File: src/rtl/ind_reg_bridge.sv
module ind_reg_bridge #(
  parameter int DATA_W     = 32,
  parameter int IDX_W      = 16,
  parameter int FIFO_DEPTH = 32,
  parameter int RATE_CODE  = 1,
  parameter int REF_MHZ    = 100,
  parameter logic [19:0] DEV_ID = 20'hEE011
) (
  input  logic              clk,
  input  logic              rst_n,
  input  logic              host_wr,
  input  logic              host_rd,
  input  logic [1:0]        host_sel,
  input  logic [63:0]       host_wdata,
  output logic [63:0]       host_rdata,
  output logic              int_wr,
  output logic              int_rd,
  output logic [IDX_W-1:0]  int_idx,
  output logic [DATA_W-1:0] int_wdata,
  input  logic [DATA_W-1:0] int_rdata
);
  localparam int WR_BIT = 63;
  localparam int RD_BIT = 62;
  localparam logic [1:0] SEL_ID = 2'd0, SEL_DATA = 2'd1, SEL_CMD = 2'd2, SEL_RES = 2'd3;

  localparam logic [63:0] ID_WORD = {16'd0, 8'(REF_MHZ), 4'd0, 4'(RATE_CODE),
                                     8'(FIFO_DEPTH), 4'd0, DEV_ID};

  logic [63:0]       stage_q;
  logic [DATA_W-1:0] result_q;
  logic              cmd_wr, go_wr, go_rd;

  assign cmd_wr    = host_wr && host_sel == SEL_CMD;
  assign go_wr     = cmd_wr && host_wdata[WR_BIT];
  assign go_rd     = cmd_wr && !host_wdata[WR_BIT] && host_wdata[RD_BIT];
  assign int_wdata = stage_q[DATA_W-1:0];

  always_ff @(posedge clk) begin
    if (!rst_n) begin
      stage_q  <= '0;
      result_q <= '0;
      int_wr   <= 1'b0;
      int_rd   <= 1'b0;
      int_idx  <= '0;
    end else begin
      if (host_wr && host_sel == SEL_DATA) stage_q <= host_wdata;
      int_wr <= go_wr;
      int_rd <= go_rd;
      if (go_wr || go_rd) int_idx <= host_wdata[IDX_W-1:0];
      if (int_rd) result_q <= int_rdata;
    end
  end

  always_ff @(posedge clk) begin
    if (!rst_n) host_rdata <= '0;
    else if (host_rd) begin
      case (host_sel)
        SEL_ID:   host_rdata <= ID_WORD;
        SEL_DATA: host_rdata <= stage_q;
        SEL_CMD:  host_rdata <= '0;
        default:  host_rdata <= {{(64-DATA_W){1'b0}}, result_q};
      endcase
    end
  end
endmodule

File: config.mk
export PLATFORM = sky130hd
export DESIGN_NAME = ind_reg_bridge
export DESIGN_NICKNAME = d
export VERILOG_FILES = /design/src/rtl/ind_reg_bridge.sv
export SDC_FILE = /design/constraint.sdc
export NUM_CORES = 1
export LEC_CHECK = 0
export BUFFER_PORTS_ARGS = -buffer_cell sky130_fd_sc_hd__buf_2
export CORE_MARGIN = 1.5
export CORE_UTILIZATION = 40
export DETAILED_ROUTE_END_ITERATION = 6
export PLACE_DENSITY = 0.72
export SYNTH_ARGS = -nofsm -noshare
export SYNTH_HDL_FRONTEND = slang
export SYNTH_SLANG_ARGS = --single-unit
File: constraint.sdc
create_clock -name clk -period 2.5 [get_ports clk]
set_input_delay 0.25 -clock clk [delete_from_list [all_inputs] [get_ports clk]]
set_output_delay 0.25 -clock clk [all_outputs]
set_load 0.02 [all_outputs]
==> flow_metrics.env, run 1 <==
export IMPL_outcome="finished clean"
export IMPL_most_common_layout_cells="buf_2 (214), dfxtp_1 (177), nand2_1 (170), nor2b_1 (96), mux2i_1 (71)"
export IMPL_die_area_sq_um=19200
export IMPL_grt_pass1_wl_um=29200
export IMPL_setup_viol=0
export IMPL_h_tree_depth=4
export IMPL_p_comb_frac=0.076
export IMPL_final_common_cell="buf_2"
export IMPL_grt_setup_unrepaired="no"
export IMPL_min_period_ns=1.680
export IMPL_worstSetupStartpointType="flop"
export IMPL_wl_met3_um=977
export IMPL_clkPwrFrac=0.452
export IMPL_clk_path_buf_depth=2
export IMPL_final_area_sq_um=8961
export IMPL_endpoint_kind="output port"
export IMPL_cts_buffers_inserted=17
export IMPL_p_per_area_nw_per_um2=694.1
export IMPL_clockRootBuffer="clkbuf_16"
export IMPL_yosys_warnings=0
export IMPL_post_cts_setup_buffers=0
export IMPL_grt_max_degree=88
export IMPL_drv_cap=0
export IMPL_avgSynthCellArea_sq_um=9.053
export IMPL_num_rows=49
export IMPL_start_util=0.4092
export IMPL_fp_dieW_um=138.6
export IMPL_crit_required_ns=2.25
export IMPL_critPathBufInv=1
export IMPL_arrival_ns=1.43
export IMPL_cts_tree="yes"
export IMPL_nets=1070
export IMPL_synth_edf_count=0
export IMPL_postRouteAntennaNets=0
export IMPL_crit_chain="buf_2"
export IMPL_synth_flop_cell="dfxtp_1"
export IMPL_power_switching_w=0.001440
export IMPL_switching_share=0.2315
export IMPL_cpPeakStageDelay_ns=0.72
export IMPL_dp_hpwl_um=12410
export IMPL_power_frac_seq=0.472
export IMPL_drt_iter0_markers=274
export IMPL_synthCells=812
export IMPL_ys_ff_latch=178
export IMPL_n_fill_cell=1704
export IMPL_ctsHoldBuffers=0
export IMPL_path_clk_slew_ns=0.07
export IMPL_firstDrtPassIters=6
export IMPL_skew_ns=0.006188
export IMPL_hold_path_class="primary input to flop"
export IMPL_pin_count=216
export IMPL_ys_seq_area_frac=0.4848
export IMPL_drive_above_1_share=0.2691
export IMPL_crit_type="flop to output port"
export IMPL_timing_final_crit_share=0.6721
export IMPL_routed_wl_um=18340
export IMPL_dpl_worst_slack_ns=0.7742
export IMPL_syn_area_sq_um=7351
export IMPL_met2_length_um=8467
export IMPL_grt_ovfl_total=0
export IMPL_yosysTopAreaCellShare=0.4848
export IMPL_grt_usage=0.1918
export IMPL_p_leak_nw=3.704
export IMPL_fmax_mhz=595.2
export IMPL_peakVddDrop_mv=0.4663
export IMPL_cts_resized_gates=0
export IMPL_num_vias=5740
export IMPL_grt_pass1_vias=5458
export IMPL_gp_congestion=0.8018
export IMPL_wl_met1_um=8575
export IMPL_synth_area_top_cells="dfxtp_1 (48%), mux2i_1 (9.7%), nand2_1 (8.7%)"
export IMPL_fin_ws_ns=0.8198
export IMPL_p_int_w=0.004780
export IMPL_core_sq_um=17960
export IMPL_yosys_cell_types_count=24
export IMPL_setup_tns_ns=0
export IMPL_wl_per_cell_um=15.09
export IMPL_slew_headroom=0.5835
export IMPL_clkLatencyLatePin_ns=0.42
export IMPL_postSynth_asyncResetShare=0
export IMPL_slowest_stage="dfxtp_2"
export IMPL_slew_violations=0
export IMPL_cp_max_fo=16
export IMPL_worst_slew_pin_slew_ns=0.6248
export IMPL_cp_top_family="flip-flops"
export IMPL_hold_viol=0
export IMPL_antenna_found_initial=5
export IMPL_syn2layout_area_growth_pct=21.91
export IMPL_via_per_inst=4.724
export IMPL_synthesis_nets=914
export IMPL_drc_errors=0
export IMPL_dieHeight_um=138.6
export IMPL_placed_area_sq_um=8318
export IMPL_cts_sinks=178
export IMPL_io_buffer_count=215
export IMPL_top_layer="met4"
export IMPL_yosys_area_top_type="dfxtp_1"
==> metal layers <==
| metal | vias up | global-route usage |
|---|---|---|
| met3 | 18 | 0.05939 |
| met5 | - | 0 |
| met4 | 0 | 0.05817 |
| met2 | 148 | 0.3061 |
| met1 | 2637 | 0.2497 |
| li1 | 2937 | - |
==> power by group through the flow <==
stage	combinational [W]	sequential (W)	clock [W]
5_1_grt	0.000517	0.00294	0.00301
3_3_place_gp	0.000475	0.00300	0
4_1_cts	0.000478	0.00293	0.00289
2_1_floorplan	0.000278	0.00302	0
6_report	0.000471	0.00294	0.00281
3_5_place_dp	0.000477	0.00300	0
==> synth_stat cells (2+ instances only) <==
| master | n |
|---|---|
| buf_6 | 2 |
| buf_2 | 28 |
| o21ai_0 | 9 |
| a21oi_1 | 37 |
| o22ai_1 | 23 |
| a21boi_0 | 64 |
| dfxtp_1 | 178 |
| and3b_1 | 3 |
| inv_1 | 23 |
| nor3b_1 | 4 |
| o21a_1 | 5 |
| clkbuf_1 | 24 |
| mux2i_1 | 71 |
| nand2_1 | 170 |
| buf_4 | 36 |
| o2bb2ai_1 | 9 |
| and2_1 | 23 |
| nor2b_1 | 96 |
| buf_1 | 2 |
==> path summary, 6_finish.rpt <==
| check | startpoint | to | slack [ns] | cells past startpoint |
|---|---|---|---|---|
| worst max-delay path | int_rd | int_rd | 0.82 | 1 |
| worst min-delay path | host_wdata[34] | stage_q[34] | 0.07 | 3 |
| worst max register to register | int_rd | result_q[11] | 1.13 | 3 |
| worst min register to register | int_idx[9] | int_idx[9] | 0.45 | 2 |
==> layout make-up <==
| class | instances | area, sq um | share of cell area |
|---|---|---|---|
| Inverter | 23 | 86.33 | 0.009634 |
| Multi-Input combinational cell | 518 | 3152 | 0.3517 |
| Clock inverter | 11 | 150.1 | 0.01676 |
| Antenna cell | 5 | 12.51 | 0.001396 |
| Timing Repair Buffer | 230 | 1229 | 0.1371 |
| Clock buffer | 21 | 480.5 | 0.05362 |
| Tap cell | 229 | 286.5 | 0.03197 |
| Sequential cell | 178 | 3565 | 0.3978 |
==> sequential cells by signal (all words and copies together) (netlist names) <==
| signal | flops |
|---|---|
| host_rdata | 64 |
| stage_q | 64 |
| result_q | 32 |
| int_idx | 16 |
| int_rd | 1 |
| int_wr | 1 |
==> kinds of logic after synthesis <==
kind of cell | synth area share
mux | 0.09668
buf+inv | 0.08664
simple gates | 0.1998
flops | 0.4848
compound gates | 0.1321
==> through the flow <==
step	instances	hold WS [ns]	util	total power (W)
2_1_floorplan	812	0.3922	-	0.003300
4_1_cts	1210	0.04971	0.4982	0.006299
6_report	1215	0.06847	0.4989	0.006220
3_3_place_gp	1178	0.4402	0.4630	0.003472
3_5_place_dp	1178	0.4430	0.4630	0.003476
5_1_grt	1213	0.05699	0.4986	0.006469
(Power assumes the default switching activity.)
==> inputs of run 2 (changes only) <==
==> constraint.sdc (replaced) <==
create_clock -name clk -period 1.8 [get_ports clk]
set_input_delay 0.18 -clock clk [delete_from_list [all_inputs] [get_ports clk]]
set_output_delay 0.18 -clock clk [all_outputs]
set_load 0.02 [all_outputs]
==> run 2 against run 1 <==
  * Largest power group unchanged
  * Via count rose by 3.7%
  * Global-route usage increased by 0.84 points
  * Wire length grew 3.4%
  * Sequential share of layout area down 1.9 points
  * Count of clock-buffer cells in the layout up 1
  * Setup slack worse by 0.41 ns
  * Clock skew decreased by 0.00094 ns
  * Utilization up 2.5 points
  * Die area is the same
  * Clock power rose by 28%
==> flow_metrics.env, run 2 (synthesis results as in run 1) <==
export IMPL_totalPowerFinal_w=0.008435
export IMPL_drc_errors=0
export IMPL_dpl_worst_slack_ns=0.3803
export IMPL_min_period_ns=1.394
export IMPL_arrival_ns=1.21
export IMPL_grt_ovfl_total=0
export IMPL_fmax_mhz=717.2
export IMPL_syn2layout_area_growth_pct=27.91
export IMPL_drt_iter0_markers=278
export IMPL_core_sq_um=17960
export IMPL_pin_count=216
export IMPL_peakVddDrop_mv=0.6681
export IMPL_via_per_inst=4.713
export IMPL_cts_sinks=178
export IMPL_nets=1122
export IMPL_start_util=0.4092
export IMPL_grt_pass1_wl_um=30570
export IMPL_cpPeakStageDelay_ns=0.33
export IMPL_top_regs="host_rdata x64, stage_q x64, result_q x32"
export IMPL_grt_pass1_vias=5904
export IMPL_routed_wl_um=18970
export IMPL_num_rows=49
export IMPL_slew_violations=0
export IMPL_dp_hpwl_um=12660
export IMPL_crit_type="flop to output port"
export IMPL_final_common_cell="buf_2"
export IMPL_hold_viol=0
export IMPL_setup_tns_ns=0
export IMPL_fp_dieW_um=138.6
export IMPL_io_buffer_count=215
export IMPL_slowest_stage="dfxtp_2"
export IMPL_ctsHoldBuffers=45
export IMPL_path_clk_slew_ns=0.06
export IMPL_drive_above_1_share=0.2568
export IMPL_endpoint_kind="output port"
export IMPL_grt_max_degree=56
export IMPL_placed_cells=1184
export IMPL_post_cts_setup_buffers=0
export IMPL_post_route_util=0.5234
export IMPL_most_common_layout_cells="buf_2 (214), dfxtp_1 (177), nand2_1 (170), nor2b_1 (96), mux2i_1 (71)"
export IMPL_fin_ws_ns=0.4056
export IMPL_cp_max_fo=11
export IMPL_cts_tree="yes"
export IMPL_postRouteAntennaNets=0
export IMPL_drv_cap=0
export IMPL_grt_setup_unrepaired="no"
export IMPL_cts_resized_gates=0
export IMPL_skew_ns=0.005247
export IMPL_fin_cells=1263
export IMPL_p_leak_nw=3.900
export IMPL_crit_chain="buf_4 -> buf_2"
export IMPL_antenna_found_initial=2
export IMPL_die_area_sq_um=19200
export IMPL_p_per_area_nw_per_um2=897.1
export IMPL_hold_path_class="primary input to flop"
export IMPL_dieHeight_um=138.6
export IMPL_setup_viol=0
export IMPL_clk_path_buf_depth=2
export IMPL_grt_usage=0.2003
export IMPL_firstDrtPassIters=5
export IMPL_timing_final_crit_share=0.7746
export IMPL_cts_buffers_inserted=17
export IMPL_clkLatencyLatePin_ns=0.43
export IMPL_num_vias=5952
export IMPL_wl_per_cell_um=15.02
export IMPL_outcome="finished clean"
export IMPL_worstSetupStartpointType="flop"
export IMPL_worst_slew_pin_slew_ns=0.4580
export IMPL_slew_headroom=0.6947
export IMPL_crit_required_ns=1.62
export IMPL_h_tree_depth=4
export IMPL_gp_congestion=0.8098
export IMPL_clockRootBuffer="clkbuf_16"
## run 2: cell count changes in the layout (fill, tap and decap cells not counted), moves of 3 or more
cell,before,now
diode_2,5,2
clkbuf_1,0,4
buf_4,13,18
clkbuf_8,4,1
dlygate4sd3_1,0,46
## run 2: critical path: cells and delay by family (launching register included)
family | cells | cell delay (ns)
buffers and inverters | 2 | 0.46
DFF | 1 | 0.33
## run 2: area by class of cell
| cell class | count | area, sq um |
|---|---|---|
| repair buffers | 282 | 1747 |
| multi-input cells | 518 | 3152 |
| clock inverters | 9 | 107.6 |
| well taps | 229 | 286.5 |
| flip-flops and latches | 178 | 3565 |
| clock buffers | 22 | 454.2 |
| fillers | 1712 | 8561 |
| inverters | 23 | 86.33 |
| diodes | 2 | 5.005 |
## run 2: worst paths after layout
kind	startpoint	end	slack, ns	cells after the start
setup / recovery	int_rd	int_rd	0.41	2
hold / removal	int_rdata[20]	result_q[20]	0.01	3
setup reg to reg	int_rd	result_q[5]	0.68	3
hold reg to reg	int_idx[1]	int_idx[1]	0.46	2
## run 2: through the flow
stage,hold WS [ns],cell area [sq um]
finish,0.01335,9403
global route,0.004400,9400
CTS,0.0002218,9388
detailed placement,0.4381,8376
global placement,0.4300,8376
floorplan,0.3222,7351
## run 2: routing by layer
layer  vias up  wire (um)  GRT usage  share of wire
met1      2742       8752     0.2523           0.46
met2       147       8994     0.3320           0.47
met5         -          0          0              0
li1       3038          -          -              -
met4         0        380    0.07756          0.020
met3        25        841    0.04800          0.044
## run 2: power by group
| part | internal, W | switching, W | total, W |
|---|---|---|---|
| combinational | 0.000347 | 0.000405 | 0.000752 |
| clock | 0.00207 | 0.00153 | 0.00361 |
| sequential | 0.00403 | 0.0000498 | 0.00408 |
| total | 0.00645 | 0.00199 | 0.00843 |
